$ cat src/rtl/prbit_pkg.sv
package prbit_pkg;
  localparam int unsigned STAGES = 10;
  localparam int unsigned TAP_HI = 9;
  localparam int unsigned TAP_LO = 6;
  localparam logic [STAGES-1:0] SEED = 10'h001;
  typedef logic [STAGES-1:0] prstate_t;
endpackage

$ cat src/rtl/prbit_reseed_ctl.sv
module prbit_reseed_ctl (
  input  logic ret_wr,
  input  logic in_isr,
  input  logic no_reseed,
  output logic reseed
);
  always_comb begin
    reseed = ret_wr & ~in_isr & ~no_reseed;
  end
endmodule

$ cat src/rtl/prbit_lfsr.sv
module prbit_lfsr
  import prbit_pkg::*;
#(
  parameter int unsigned W    = STAGES,
  parameter int unsigned THI  = TAP_HI,
  parameter int unsigned TLO  = TAP_LO,
  parameter logic [W-1:0] INIT = SEED
) (
  input  logic         clk,
  input  logic         rst_n,
  input  logic         load,
  input  logic         adv,
  output logic [W-1:0] state
);
  logic [W-1:0] state_q, state_d;
  logic         en;
  logic         fb;

  always_comb begin
    fb = state_q[THI] ^ state_q[TLO];
    en = load | adv;
    if (load) state_d = INIT;
    else      state_d = {state_q[W-2:0], fb};
  end

  always_ff @(posedge clk or negedge rst_n) begin
    if (!rst_n)  state_q <= INIT;
    else if (en) state_q <= state_d;
  end

  assign state = state_q;

  // a reseed loads the seed on the next edge
  p_reseed_loads_r4: assert property (@(posedge clk) disable iff (!rst_n)
    load |=> (state_q == INIT));
  p_reseed_wins_r7: assert property (@(posedge clk) disable iff (!rst_n)
    (load && adv) |=> (state_q == INIT));
  // the state holds when idle
  p_hold_r3: assert property (@(posedge clk) disable iff (!rst_n)
    (!load && !adv) |=> $stable(state_q));
  // a step shifts the register
  p_shift_r2: assert property (@(posedge clk) disable iff (!rst_n)
    (adv && !load) |=> (state_q[W-1:1] == $past(state_q[W-2:0])));
  // the state never reaches all zeros
  p_nonzero_r8: assert property (@(posedge clk) disable iff (!rst_n)
    state_q != '0);
endmodule

$ cat src/rtl/prbit_gen.sv
module prbit_gen
  import prbit_pkg::*;
(
  input  logic clk,
  input  logic rst_n,
  input  logic step_en,
  input  logic ret_wr,
  input  logic in_isr,
  input  logic no_reseed,
  output logic rand_bit
);
  logic     reseed;
  prstate_t st;

  prbit_reseed_ctl u_ctl (
    .ret_wr   (ret_wr),
    .in_isr   (in_isr),
    .no_reseed(no_reseed),
    .reseed   (reseed)
  );

  prbit_lfsr #(
    .W   (STAGES),
    .THI (TAP_HI),
    .TLO (TAP_LO),
    .INIT(SEED)
  ) u_lfsr (
    .clk  (clk),
    .rst_n(rst_n),
    .load (reseed),
    .adv  (step_en),
    .state(st)
  );

  assign rand_bit = st[STAGES-1];

  // a write that is gated off acts as no write at all
  p_gated_write_r5: assert property (@(posedge clk) disable iff (!rst_n)
    (ret_wr && in_isr && !step_en) |=> $stable(rand_bit));
  p_blocked_write_r6: assert property (@(posedge clk) disable iff (!rst_n)
    (ret_wr && no_reseed && !step_en) |=> $stable(rand_bit));
endmodule

$ cat config.mk
export PLATFORM = sky130hd
export DESIGN_NAME = prbit_gen
export DESIGN_NICKNAME = d
export VERILOG_FILES = /design/src/rtl/prbit_pkg.sv /design/src/rtl/prbit_reseed_ctl.sv /design/src/rtl/prbit_lfsr.sv /design/src/rtl/prbit_gen.sv
export SDC_FILE = /design/constraint.sdc
export NUM_CORES = 1
export LEC_CHECK = 0
export ABC_CLOCK_PERIOD_IN_PS = 1150
export CORE_AREA = 4 4 41 43
export CTS_CLUSTER_SIZE = 24
export DETAILED_ROUTE_END_ITERATION = 10
export DIE_AREA = 0 0 45 47
export GPL_TIMING_DRIVEN = 0
export HOLD_SLACK_MARGIN = 0.03
export PLACE_DENSITY = 0.56
export SLEW_MARGIN = 20
export SYNTH_ARGS = -nofsm -noshare
export SYNTH_HDL_FRONTEND = slang
export SYNTH_SLANG_ARGS = --single-unit
$ cat constraint.sdc
create_clock -name clk -period 1.15 [get_ports clk]
set_input_delay 0.23 -clock clk [delete_from_list [all_inputs] [get_ports clk]]
set_output_delay 0.23 -clock clk [all_outputs]
set_load 0.05 [all_outputs]
==> impl_metrics.env <==
export IMPL_diodes=0
export IMPL_grt_setup_unrepaired="no"
export IMPL_yosysSeqAreaShare_pct=59.1
export IMPL_wire_per_inst_um=11.3
export IMPL_numCtsBuffers=3
export IMPL_layout_common_cells="mux2i_1, nor2_1, dfrtp_1, clkdlybuf4s50_1, clkbuf_4"
export IMPL_cts_sinks=10
export IMPL_yosysTopAreaCellShare_pct=52.9
export IMPL_clock_latency_ps=260
export IMPL_slew_headroom_pct=71.1
export IMPL_core_mm2=0.00130
export IMPL_required_ps=920
export IMPL_reg2reg_depth=2
export IMPL_path_cells="buf_4"
export IMPL_rows=13
export IMPL_skew_ps=5.16
export IMPL_layout_nets=50
export IMPL_largest_reg_flops=10
export IMPL_slowest_delay_ps=400
export IMPL_worstSetupEndpointType="primary output"
export IMPL_fin_crit_ps=1090
export IMPL_synth_cell_types=9
export IMPL_switching_share_pct=23.6
export IMPL_syn_area_um2=425
export IMPL_antenna_found_initial=0
export IMPL_h_tree_depth=1
export IMPL_cts_tree="done"
export IMPL_dieArea_mm2=0.00212
export IMPL_drc=0
export IMPL_setup_ws_ps=57.3
export IMPL_drt_initial_drc_count=0
export IMPL_wirelength_um=657
export IMPL_grt_overflow=0
export IMPL_yosys_area_top_type="dfrtp_1"
export IMPL_min_period_over_period_pct=95.0
export IMPL_ys_ff_latch=10
export IMPL_pwr_share_clk_pct=35.3
export IMPL_synth_fp_nets=39
export IMPL_hold_viol_final=0
export IMPL_place_gp_congestion=0.669
export IMPL_dr_pass1_iters=1
export IMPL_hpwl_um=492
export IMPL_ir_worst_vdd_mv=0.611
export IMPL_power_static_leakage_nw=0.287
export IMPL_numPortBuffers=6
export IMPL_grt_max_degree=11
export IMPL_r2r_end="u_lfsr.state[0]$_DFFE_PN1P_"
export IMPL_postRouteAntennaNets=0
export IMPL_cts_root_buf="clkbuf_4"
export IMPL_path_buf_inv=1
export IMPL_p_per_area_mw_per_mm2=1620
export IMPL_ff2ff_setup_slack_ps=200
export IMPL_status="finished, final reports clean"
export IMPL_crit_path_start_kind="register"
export IMPL_power_frac_comb_pct=14.5
export IMPL_cts_setup_buffers=0
export IMPL_dp_slack_ps=-256
export IMPL_drive_gt1_share_pct=18.6
export IMPL_fmax_ghz=0.915
export IMPL_syn_to_final_growth_pct=26.5
export IMPL_grt_first_pass_wirelength_mm=1.11
export IMPL_cp_top_family="flip-flops"
export IMPL_die_h_um=47
export IMPL_setup_viol=0
export IMPL_viasPerCell=4.64
export IMPL_grt_pass1_vias=288
export IMPL_fin_util_pct=41.3
export IMPL_drv_slew=0
export IMPL_tightest_slew_ps=433
export IMPL_vias=269
export IMPL_path_clk_slew_ps=60
export IMPL_hold_class="input pin to async pin"
export IMPL_critPathMaxFanout=3
export IMPL_intPower_mw=0.665
export IMPL_switching_power_mw=0.205
export IMPL_cpMaxStageDelayCell="dfrtp_1"
export IMPL_die_w_um=45
export IMPL_synth_area_leaders="dfrtp_1, mux2i_1, nor2_1"
export IMPL_cap_violations=0
export IMPL_pwr_share_seq_pct=50.1
export IMPL_clockBufferDepth=2
export IMPL_ioPinCount=7
export IMPL_critPathArrivalTime_ps=860
export IMPL_avgSynthCellArea_um2=12.9
export IMPL_synthCells=33
export IMPL_r2r_start="u_lfsr.state[6]$_DFFE_PN0P_"
export IMPL_grt_usage_pct=7.63
export IMPL_critPathKind="register to primary output"
export IMPL_start_util_pct=32.7
export IMPL_yosys_warnings=0
cells in the mapped netlist (all sizes together):
cell type,count
a211o,1
nor2b,1
dfstp,1
dfrtp,9
mux2i,9
nor3b,1
nor2,9
buf,1
xor2,1
cell type report:
cell class                      instances  area, µm²
Fill cell                             141        763
Sequential cell                        10        251
Multi-Input combinational cell         22        166
Timing Repair Buffer                    6       57.6
Clock buffer                            4       36.3
Tap cell                               15       18.8
Buffer                                  1       7.51
logic make-up (layout without fill, tap and decap cells):
logic type	after synthesis	count (layout)	synth area share, %
compound gates	1	1	2.06
xor+xnor	1	1	2.06
flops	10	10	59.1
simple gates	11	11	13.8
buf+inv	1	11	1.77
mux	9	9	21.2
how the worst max path moves through the flow:
stage / startpoint / end / slack (ps) / cells after the start
6_report: u_lfsr.state[9]$_DFFE_PN0P_ / rand_bit / 60 / 1
5_1_grt: u_lfsr.state[9]$_DFFE_PN0P_ / rand_bit / 20 / 1
4_1_cts: u_lfsr.state[9]$_DFFE_PN0P_ / rand_bit / 40 / 1
3_5_place_dp: u_lfsr.state[9]$_DFFE_PN0P_ / rand_bit / -260 / 1
3_3_place_gp: u_lfsr.state[9]$_DFFE_PN0P_ / rand_bit / -250 / 1
2_1_floorplan: u_lfsr.state[9]$_DFFE_PN0P_ / u_lfsr.state[0]$_DFFE_PN1P_ / 1 / 2
power by group through the flow:
stage / registers [mW] / logic (mW) / clock network (mW)
after global placement: 0.440 / 0.124 / 0
final: 0.436 / 0.126 / 0.307
after floorplan: 0.445 / 0.0757 / 0
after detailed placement: 0.443 / 0.130 / 0
after global routing: 0.440 / 0.140 / 0.340
after CTS: 0.436 / 0.129 / 0.318
layer usage:
metal,part of all wire [%],vias to the layer above,global-route usage [%]
met3,6.5,2,2.30
li1,-,134,-
met5,0,-,0
met1,47,124,9.31
met2,44,9,10.7
met4,2.3,0,7.02
repair_timing:
action / CTS / global route
endpoints found under the setup margin: 1 / 0
gates resized for setup: 6 / 0
hold buffers: 0 / 0
through the flow:
stage          instance area (µm²)  setup TNS (ps)  power (mW)  cells  hold slack [ps]
2_1_floorplan                  425               0       0.521     33            -65.6
3_3_place_gp                   504           -1770       0.564     54              501
3_5_place_dp                   504           -2160       0.573     54              517
4_1_cts                        538               0       0.883     58              279
5_1_grt                        538               0       0.921     58              310
6_report                       538               0       0.869     58              271
Note: power is estimated with default switching activity, not from simulation.
